<file path="config.mk">
export PLATFORM = sky130hd
export DESIGN_NAME = mdio_mgmt_slave
export DESIGN_NICKNAME = d
export VERILOG_FILES = /design/src/rtl/mdio_slv_pkg.sv /design/src/rtl/mdio_pre_det.sv /design/src/rtl/mdio_frm_fsm.sv /design/src/rtl/mdio_ovr_ctl.sv /design/src/rtl/mdio_mgmt_slave.sv
export SDC_FILE = /design/constraint.sdc
export NUM_CORES = 1
export LEC_CHECK = 0
export BUFFER_PORTS_ARGS = -buffer_cell sky130_fd_sc_hd__buf_4
export CAP_MARGIN = 20
export CORE_MARGIN = 4
export CORE_UTILIZATION = 61
export CTS_BUF_LIST = sky130_fd_sc_hd__clkbuf_16
export CTS_CLUSTER_DIAMETER = 80
export CTS_CLUSTER_SIZE = 40
export DETAILED_ROUTE_END_ITERATION = 10
export GPL_ROUTABILITY_DRIVEN = 0
export PLACE_DENSITY = 0.84
export SYNTH_ARGS = -nofsm -noshare
export SYNTH_HDL_FRONTEND = slang
export SYNTH_SLANG_ARGS = --single-unit
</file>
<file path="constraint.sdc">
create_clock -name clk -period 5.5 [get_ports clk]
set_input_delay 0.825 -clock clk [delete_from_list [all_inputs] [get_ports clk]]
set_output_delay 0.825 -clock clk [all_outputs]
set_load 0.02 [all_outputs]
</file>
<file path="src/rtl/mdio_slv_pkg.sv">
package mdio_slv_pkg;

  localparam int DW   = 16;
  localparam int AW   = 5;
  localparam int CNTW = $clog2(DW);
  localparam int DBW  = $clog2(DW);

  localparam logic [1:0] CMD_RD = 2'b10;
  localparam logic [1:0] CMD_WR = 2'b01;

  typedef enum logic [2:0] {
    S_IDLE,
    S_MARK,
    S_CMD,
    S_DEV,
    S_IDX,
    S_TURN,
    S_DATA
  } frm_st_e;

  function automatic logic cmd_ok(input logic [1:0] cmd);
    return (cmd == CMD_RD) || (cmd == CMD_WR);
  endfunction

  function automatic logic [DW-1:0] put_bit(input logic [DW-1:0] w,
                                             input int unsigned pos,
                                             input logic v);
    logic [DW-1:0] r;
    r = w;
    r[pos[DBW-1:0]] = v;
    return r;
  endfunction

  function automatic logic turn_bad(input logic is_rd, input logic second,
                                    input logic b);
    if (is_rd) return 1'b0;
    return second ? b : ~b;
  endfunction

endpackage

</file>
<file path="src/rtl/mdio_pre_det.sv">
module mdio_pre_det #(
  parameter int PRE_LEN = 32
) (
  input  logic clk,
  input  logic rst_n,
  input  logic bit_i,
  input  logic clr_i,
  output logic pre_ok_o,
  output logic resync_o
);
  localparam int CW = $clog2(PRE_LEN + 1);
  localparam logic [CW-1:0] FULL = CW'(PRE_LEN);
  localparam logic [CW-1:0] LAST = CW'(PRE_LEN - 1);

  logic [CW-1:0] ones_q;

  always_ff @(posedge clk or negedge rst_n) begin
    if (!rst_n)              ones_q <= '0;
    else if (clr_i)          ones_q <= '0;
    else if (!bit_i)         ones_q <= '0;
    else if (ones_q != FULL) ones_q <= ones_q + CW'(1);
  end

  assign pre_ok_o = (ones_q == FULL);
  assign resync_o = bit_i && (ones_q == LAST);
endmodule

</file>
<file path="src/rtl/mdio_frm_fsm.sv">
module mdio_frm_fsm
  import mdio_slv_pkg::*;
(
  input  logic          clk,
  input  logic          rst_n,
  input  logic          bit_i,
  input  logic          gate_ok_i,
  input  logic          resync_i,
  input  logic [AW-1:0] phy_addr_i,
  input  logic [DW-1:0] rd_data_i,
  output logic          clr_o,
  output logic          rd_stb_o,
  output logic          wr_done_o,
  output logic [AW-1:0] reg_addr_o,
  output logic [DW-1:0] wr_data_o,
  output logic          drv_oe_o,
  output logic          drv_bit_o,
  output logic          op_bad_o,
  output logic          addr_miss_o,
  output logic          turn_bad_o
);
  localparam logic [CNTW-1:0] AW_LAST = CNTW'(AW - 1);
  localparam logic [CNTW-1:0] DW_LAST = CNTW'(DW - 1);

  frm_st_e          st_q;
  logic [CNTW-1:0]  cnt_q;
  logic [DW-2:0]    sh_q;
  logic             is_rd_q;
  logic [AW-1:0]    reg_q;
  logic [DW-1:0]    out_q;
  logic [DW-1:0]    wdata_q;
  logic             wr_done_q;

  logic [1:0]       cmd_now;
  logic [AW-1:0]    field_now;
  logic [DW-1:0]    word_now;
  logic             mark_bad;
  logic             data_last;
  logic             in_frame;
  logic             start_ok;

  assign cmd_now   = {sh_q[0], bit_i};
  assign field_now = {sh_q[AW-2:0], bit_i};
  assign word_now  = {sh_q, bit_i};
  assign in_frame  = (st_q != S_IDLE);
  assign start_ok  = (st_q == S_IDLE) && !bit_i && gate_ok_i;

  assign op_bad_o    = (st_q == S_CMD) && (cnt_q == CNTW'(1)) && !cmd_ok(cmd_now);
  assign addr_miss_o = (st_q == S_DEV) && (cnt_q == AW_LAST) && (field_now != phy_addr_i);
  assign turn_bad_o  = (st_q == S_TURN) && turn_bad(is_rd_q, cnt_q[0], bit_i);
  assign mark_bad    = (st_q == S_MARK) && !bit_i;
  assign data_last   = (st_q == S_DATA) && (cnt_q == DW_LAST);

  assign clr_o = in_frame && !resync_i &&
                 (op_bad_o || addr_miss_o || turn_bad_o || mark_bad || data_last);

  assign rd_stb_o   = (st_q == S_TURN) && (cnt_q == '0) && is_rd_q;
  assign drv_oe_o   = is_rd_q && (((st_q == S_TURN) && cnt_q[0]) || (st_q == S_DATA));
  assign drv_bit_o  = (st_q == S_DATA) ? out_q[DW-1] : 1'b0;
  assign reg_addr_o = reg_q;
  assign wr_data_o  = wdata_q;
  assign wr_done_o  = wr_done_q;

  always_ff @(posedge clk or negedge rst_n) begin
    if (!rst_n) begin
      st_q      <= S_IDLE;
      cnt_q     <= '0;
      sh_q      <= '0;
      is_rd_q   <= 1'b0;
      reg_q     <= '0;
      out_q     <= '0;
      wdata_q   <= '0;
      wr_done_q <= 1'b0;
    end else begin
      wr_done_q <= 1'b0;
      if (in_frame && resync_i) begin
        st_q  <= S_IDLE;
        cnt_q <= '0;
      end else begin
        case (st_q)
          S_IDLE: begin
            cnt_q <= '0;
            if (start_ok) st_q <= S_MARK;
          end
          S_MARK: begin
            cnt_q <= '0;
            st_q  <= bit_i ? S_CMD : S_IDLE;
          end
          S_CMD: begin
            sh_q <= {sh_q[DW-3:0], bit_i};
            if (cnt_q == CNTW'(1)) begin
              cnt_q   <= '0;
              is_rd_q <= (cmd_now == CMD_RD);
              st_q    <= op_bad_o ? S_IDLE : S_DEV;
            end else begin
              cnt_q <= cnt_q + CNTW'(1);
            end
          end
          S_DEV: begin
            sh_q <= {sh_q[DW-3:0], bit_i};
            if (cnt_q == AW_LAST) begin
              cnt_q <= '0;
              st_q  <= addr_miss_o ? S_IDLE : S_IDX;
            end else begin
              cnt_q <= cnt_q + CNTW'(1);
            end
          end
          S_IDX: begin
            sh_q <= {sh_q[DW-3:0], bit_i};
            if (cnt_q == AW_LAST) begin
              cnt_q <= '0;
              reg_q <= field_now;
              st_q  <= S_TURN;
            end else begin
              cnt_q <= cnt_q + CNTW'(1);
            end
          end
          S_TURN: begin
            if (turn_bad_o) begin
              st_q  <= S_IDLE;
              cnt_q <= '0;
            end else if (cnt_q == '0) begin
              cnt_q <= CNTW'(1);
              if (is_rd_q) out_q <= rd_data_i;
            end else begin
              cnt_q <= '0;
              st_q  <= S_DATA;
            end
          end
          S_DATA: begin
            if (is_rd_q) out_q <= {out_q[DW-2:0], 1'b0};
            else         sh_q  <= {sh_q[DW-3:0], bit_i};
            if (cnt_q == DW_LAST) begin
              cnt_q <= '0;
              st_q  <= S_IDLE;
              if (!is_rd_q) begin
                wdata_q   <= word_now;
                wr_done_q <= 1'b1;
              end
            end else begin
              cnt_q <= cnt_q + CNTW'(1);
            end
          end
          default: begin
            st_q  <= S_IDLE;
            cnt_q <= '0;
          end
        endcase
      end
    end
  end
endmodule

</file>
<file path="src/rtl/mdio_ovr_ctl.sv">
module mdio_ovr_ctl
  import mdio_slv_pkg::*;
#(
  parameter int unsigned SUP_REG = 1,
  parameter int unsigned SUP_BIT = 6,
  parameter int unsigned OVR_REG = 16,
  parameter int unsigned OVR_BIT = 15
) (
  input  logic          clk,
  input  logic          rst_n,
  input  logic          wr_i,
  input  logic [AW-1:0] addr_i,
  input  logic          sup_bit_i,
  input  logic          ovr_bit_i,
  input  logic [DW-1:0] rf_rdata_i,
  output logic [DW-1:0] rd_data_o,
  output logic          sup_en_o,
  output logic          ovr_o
);
  localparam logic [AW-1:0] SUP_A = AW'(SUP_REG);
  localparam logic [AW-1:0] OVR_A = AW'(OVR_REG);

  logic sup_q;
  logic ovr_q;

  always_ff @(posedge clk or negedge rst_n) begin
    if (!rst_n) begin
      sup_q <= 1'b0;
      ovr_q <= 1'b0;
    end else if (wr_i) begin
      if (addr_i == OVR_A) begin
        ovr_q <= ovr_bit_i;
      end else if (ovr_q) begin
        ovr_q <= 1'b0;
        if (addr_i == SUP_A) sup_q <= sup_bit_i;
      end
    end
  end

  always_comb begin
    rd_data_o = rf_rdata_i;
    if (addr_i == SUP_A) rd_data_o = put_bit(rf_rdata_i, SUP_BIT, sup_q);
    if (addr_i == OVR_A) rd_data_o = put_bit(rf_rdata_i, OVR_BIT, ovr_q);
  end

  assign sup_en_o = sup_q;
  assign ovr_o    = ovr_q;
endmodule

</file>
<file path="src/rtl/mdio_mgmt_slave.sv">
module mdio_mgmt_slave
  import mdio_slv_pkg::*;
#(
  parameter int          PRE_LEN = 32,
  parameter int unsigned SUP_REG = 1,
  parameter int unsigned SUP_BIT = 6,
  parameter int unsigned OVR_REG = 16,
  parameter int unsigned OVR_BIT = 15
) (
  input  logic          clk,
  input  logic          rst_n,
  input  logic          mdio_i,
  output logic          mdio_o,
  output logic          mdio_oe,
  input  logic [AW-1:0] phy_addr,
  output logic          rf_rd_stb,
  output logic          rf_wr_stb,
  output logic [AW-1:0] rf_addr,
  output logic [DW-1:0] rf_wdata,
  input  logic [DW-1:0] rf_rdata,
  output logic          sup_en
);
  logic          pre_ok;
  logic          resync;
  logic          clr;
  logic          wr_done;
  logic          ovr_q;
  logic          op_bad;
  logic          addr_miss;
  logic          turn_bad;
  logic [DW-1:0] rd_merged;
  logic [DW-1:0] wdata;
  logic [AW-1:0] reg_addr;

  mdio_pre_det #(.PRE_LEN(PRE_LEN)) u_pre (
    .clk      (clk),
    .rst_n    (rst_n),
    .bit_i    (mdio_i),
    .clr_i    (clr),
    .pre_ok_o (pre_ok),
    .resync_o (resync)
  );

  mdio_frm_fsm u_fsm (
    .clk         (clk),
    .rst_n       (rst_n),
    .bit_i       (mdio_i),
    .gate_ok_i   (pre_ok || sup_en),
    .resync_i    (resync),
    .phy_addr_i  (phy_addr),
    .rd_data_i   (rd_merged),
    .clr_o       (clr),
    .rd_stb_o    (rf_rd_stb),
    .wr_done_o   (wr_done),
    .reg_addr_o  (reg_addr),
    .wr_data_o   (wdata),
    .drv_oe_o    (mdio_oe),
    .drv_bit_o   (mdio_o),
    .op_bad_o    (op_bad),
    .addr_miss_o (addr_miss),
    .turn_bad_o  (turn_bad)
  );

  mdio_ovr_ctl #(
    .SUP_REG (SUP_REG),
    .SUP_BIT (SUP_BIT),
    .OVR_REG (OVR_REG),
    .OVR_BIT (OVR_BIT)
  ) u_ctl (
    .clk        (clk),
    .rst_n      (rst_n),
    .wr_i       (wr_done),
    .addr_i     (reg_addr),
    .sup_bit_i  (wdata[SUP_BIT]),
    .ovr_bit_i  (wdata[OVR_BIT]),
    .rf_rdata_i (rf_rdata),
    .rd_data_o  (rd_merged),
    .sup_en_o   (sup_en),
    .ovr_o      (ovr_q)
  );

  assign rf_wr_stb = wr_done;
  assign rf_addr   = reg_addr;
  assign rf_wdata  = wdata;
endmodule

</file>
==> flow_summary.json <==
{
  "setup_viol": 0,
  "post_detailed_routing_wire_length_mm": 7.20,
  "grt_pass1_vias": 2487,
  "avgRoutedWirePerCell_um": 16.9,
  "avgViaCountPerCell": 5.80,
  "antenna_cells": 0,
  "core_area_sq_um": 5270,
  "synthMuxAreaShare_pct": 18.0,
  "setup.worst_path.start_class": "register",
  "rsz_0062_raised_after_global_routing": "no",
  "timing.final.crit_share_pct": 46.5,
  "synth_top_family_by_area": "multiplexers",
  "synthXorXnorAreaFrac_pct": 3.08,
  "final_critical_delay_including_setup_and_external_delays_ns": 2.56,
  "post_synth_fa_ha_maj_area_fraction_pct": 2.20,
  "clock-sinks": 69,
  "pin_count_of_the_biggest_net_entering_global_routing": 70,
  "post_synth.cell_area_avg_sq_um": 11.2,
  "initial_core_util_pct": 64.7,
  "power.leakage_nw": 2.02,
  "max_slew_margin_pct": 44.0,
  "tightest_slew_ns": 0.840,
  "port-buffer-count": 49,
  "clk_pin_slew_worst_paths_ns": 0.06,
  "holdWs_ns": 0.478,
  "nets": 381,
  "vdd.ir_drop.worst_v": 0.000269,
  "timing_max_transition_violations_final": 0,
  "wire_length_of_the_first_global_routing_pass_mm": 11.6,
  "cts_post_setup_buffers_inserted": 0,
  "worst_ep_arrival_time_ns": 1.73,
  "tritoncts_clock_tree": "done",
  "hold_violation_total_from_the_final_report": 0,
  "hpwlAfterDp_mm": 4.81,
  "drive_above_1_share_pct": 30.1,
  "ys_ff_latch": 69,
  "cap_violations": 0,
  "number_of_distinct_library_cells_after_synthesis": 46,
  "design.portCount": 50,
  "fillers": 334,
  "dr_total_vias": 2470,
  "grt_antenna_before_repair": 0,
  "fin_tns_setup_ns": 0,
  "power.density_cell_area_nw_per_um2": 445,
  "cts_inserted_buffers": 9,
  "antenna_violating_nets_remaining": 0,
  "cts_resized": 0,
  "worstSetupPathType": "register to primary output",
  "kind_of_end_point_of_the_critical_path": "primary output",
  "chipHeight_um": 82.8,
  "grt-ovfl-total": 0,
  "finClkSkew_ns": 0.00619,
  "post_synthesis_compound_gate_area_fraction_pct": 9.36,
  "synth_cells": 303,
  "ys.warnings.count": 0,
  "groute.usage.overall_pct": 23.0,
  "synth-seq-area-share_pct": 50.7,
  "fin_util_pct": 77.0,
  "cts.hold.buffers_added": 0,
  "die_area_sq_um": 6850,
  "drt_iter0_drc": 232,
  "cp.required_ns": 4.68,
  "crit_fanout": 19,
  "areaGrowthSynthToFinish_pct": 19.0,
  "postSynthNetCount": 333,
  "firstDrtPassIters": 4,
  "hold_path_class": "register to register",
  "netlist_area_sq_um": 3410,
  "clk_root_buffer_cell": "clkbuf_16",
  "clk-insertion-delay-late_ns": 0.33,
  "synth-simple-area-share_pct": 12.6,
  "run_status": "finished clean",
  "die-width_um": 82.8,
  "route.detailed.drc": 0,
  "cts-root-to-sink-buffers": 2,
  "max_clock_freq_mhz": 391,
  "ctsHtreeMaxLevel": 3,
  "fp-row-count": 26
}
==> power breakdown <==
part           internal, mW  leakage (nW)  switching (mW)
clock                 0.298         0.137           0.210
sequential            0.628         0.904           0.140
combinational         0.273         0.981           0.257
total                  1.20          2.02           0.607
==> registers in the layout, summed over array words and instances, names as in the netlist <==
name,count
u_ctl.ovr_o,1
u_fsm.wr_data_o,16
u_fsm.wr_done_o,1
u_pre.ones_q,6
u_fsm.out_q,16
u_fsm.reg_addr_o,5
u_fsm.st_q,3
u_fsm.is_rd_q,1
u_ctl.sup_en_o,1
u_fsm.sh_q,15
u_fsm.cnt_q,4
==> routing by layer <==
metal  part of all wire [%]  vias up  GRT usage (%)
met2                     50       80           39.4
met3                    6.0       18           4.45
met1                     42     1223           28.3
li1                       -     1149              -
met4                    2.0        0           10.1
met5                      0        -              0
==> per-stage QoR <==
stage          cell area (sq um)  cells  power (mW)  setup slack, ns
5_1_grt                     4060    426        1.89             2.83
3_5_place_dp                3790    410        1.29             2.83
3_3_place_gp                3780    409        1.25             2.64
4_1_cts                     4060    426        1.80             2.95
6_report                    4060    426        1.81             2.94
2_1_floorplan               3410    303        1.13             2.99
==> logic make-up after synthesis <==
| kind of cell | count (synthesis) |
|---|---|
| adder cells (fa/ha/maj) | 6 |
| buffers and inverters | 28 |
| multiplexers | 54 |
| AO/OA/AOI/OAI | 48 |
| flip-flops | 69 |
| AND/OR/NAND/NOR | 86 |
| XOR/XNOR | 12 |
==> final timing paths <==
| kind | end | start | cells past startpoint | slack [ns] |
|---|---|---|---|---|
| worst max-delay path | mdio_o | u_fsm.st_q[2] | 4 | 2.94 |
| worst min-delay path | u_fsm.out_q[9] | u_fsm.out_q[9] | 2 | 0.48 |
| worst max register to register | u_fsm.st_q[0] | u_fsm.cnt_q[0] | 6 | 3.03 |
| worst min register to register | u_fsm.out_q[9] | u_fsm.out_q[9] | 2 | 0.48 |
| max in group asynchronous | u_fsm.out_q[12] | rst_n | 1 | 4.36 |
| min in group asynchronous | u_pre.ones_q[2] | rst_n | 1 | 0.60 |
==> cells in the final DEF (no fill, tap or decap), types with 2 or more instances in the layout <==
cell type / n
dfrtp_1: 69
buf_4: 50
mux2_2: 29
nand2_1: 27
nor2_1: 22
o21ai_0: 22
mux2i_1: 18
inv_1: 17
nand3_1: 10
xnor2_1: 9
clkbuf_16: 9
mux2_4: 7
a21oi_1: 6
ha_1: 6
nand2b_1: 5
nor3_1: 5
nor3b_1: 4
nand3b_1: 3
a21o_1: 3
xor2_1: 3
a211oi_1: 3
or3b_2: 2
and3_1: 2
o211ai_1: 2
==> cells in the mapped netlist, drive strengths merged <==
cell     instances  area (sq um)
dfrtp           69          1730
mux2            36           432
nand2           27           101
nor2            22          82.6
o21ai           22           110
mux2i           18           180
inv             14          52.6
nand3           10          50.1
xnor2            9          78.8
buf              7          61.3
clkbuf           7          26.3
a21oi            6          30.0
ha               6          75.1
nand2b           5          31.3
nor3             5          25.0
a211oi           4          35.0
nor3b            4          30.0
a21o             3          22.5
nand3b           3          22.5
xor2             3          26.3
a221oi           2          23.8
and3             2          12.5
and3b            2          21.3
o211ai           2          15.0
or3b             2          17.5
a211o            1          8.76
a2bb2oi          1          8.76
a311oi           1          8.76
and2             1          8.76
and4b            1          10.0
nor2b            1          6.26
o221ai           1          8.76
o22ai            1          6.26
o2bb2ai          1          8.76
o311ai           1          16.3
o31ai            1          7.51
o32ai            1          8.76
or4              1          11.3
==> area by class of cell <==
| class | count | area (sq um) | area share [%] |
|---|---|---|---|
| Timing Repair Buffer | 51 | 387 | 9.53 |
| Multi-Input combinational cell | 206 | 1540 | 38.0 |
| Tap cell | 70 | 87.6 | 2.16 |
| Inverter | 14 | 52.6 | 1.30 |
| Clock inverter | 7 | 36.3 | 0.895 |
| Sequential cell | 69 | 1730 | 42.6 |
| Clock buffer | 9 | 225 | 5.55 |
==> critical path, cell delays in order (launching register included) <==
cell and delay (ns):
dfrtp_1 0.62, nand3b_1 0.23, buf_4 0.28, nor2_1 0.12
buf_4 0.15
Note: power is estimated with default switching activity, not from simulation.
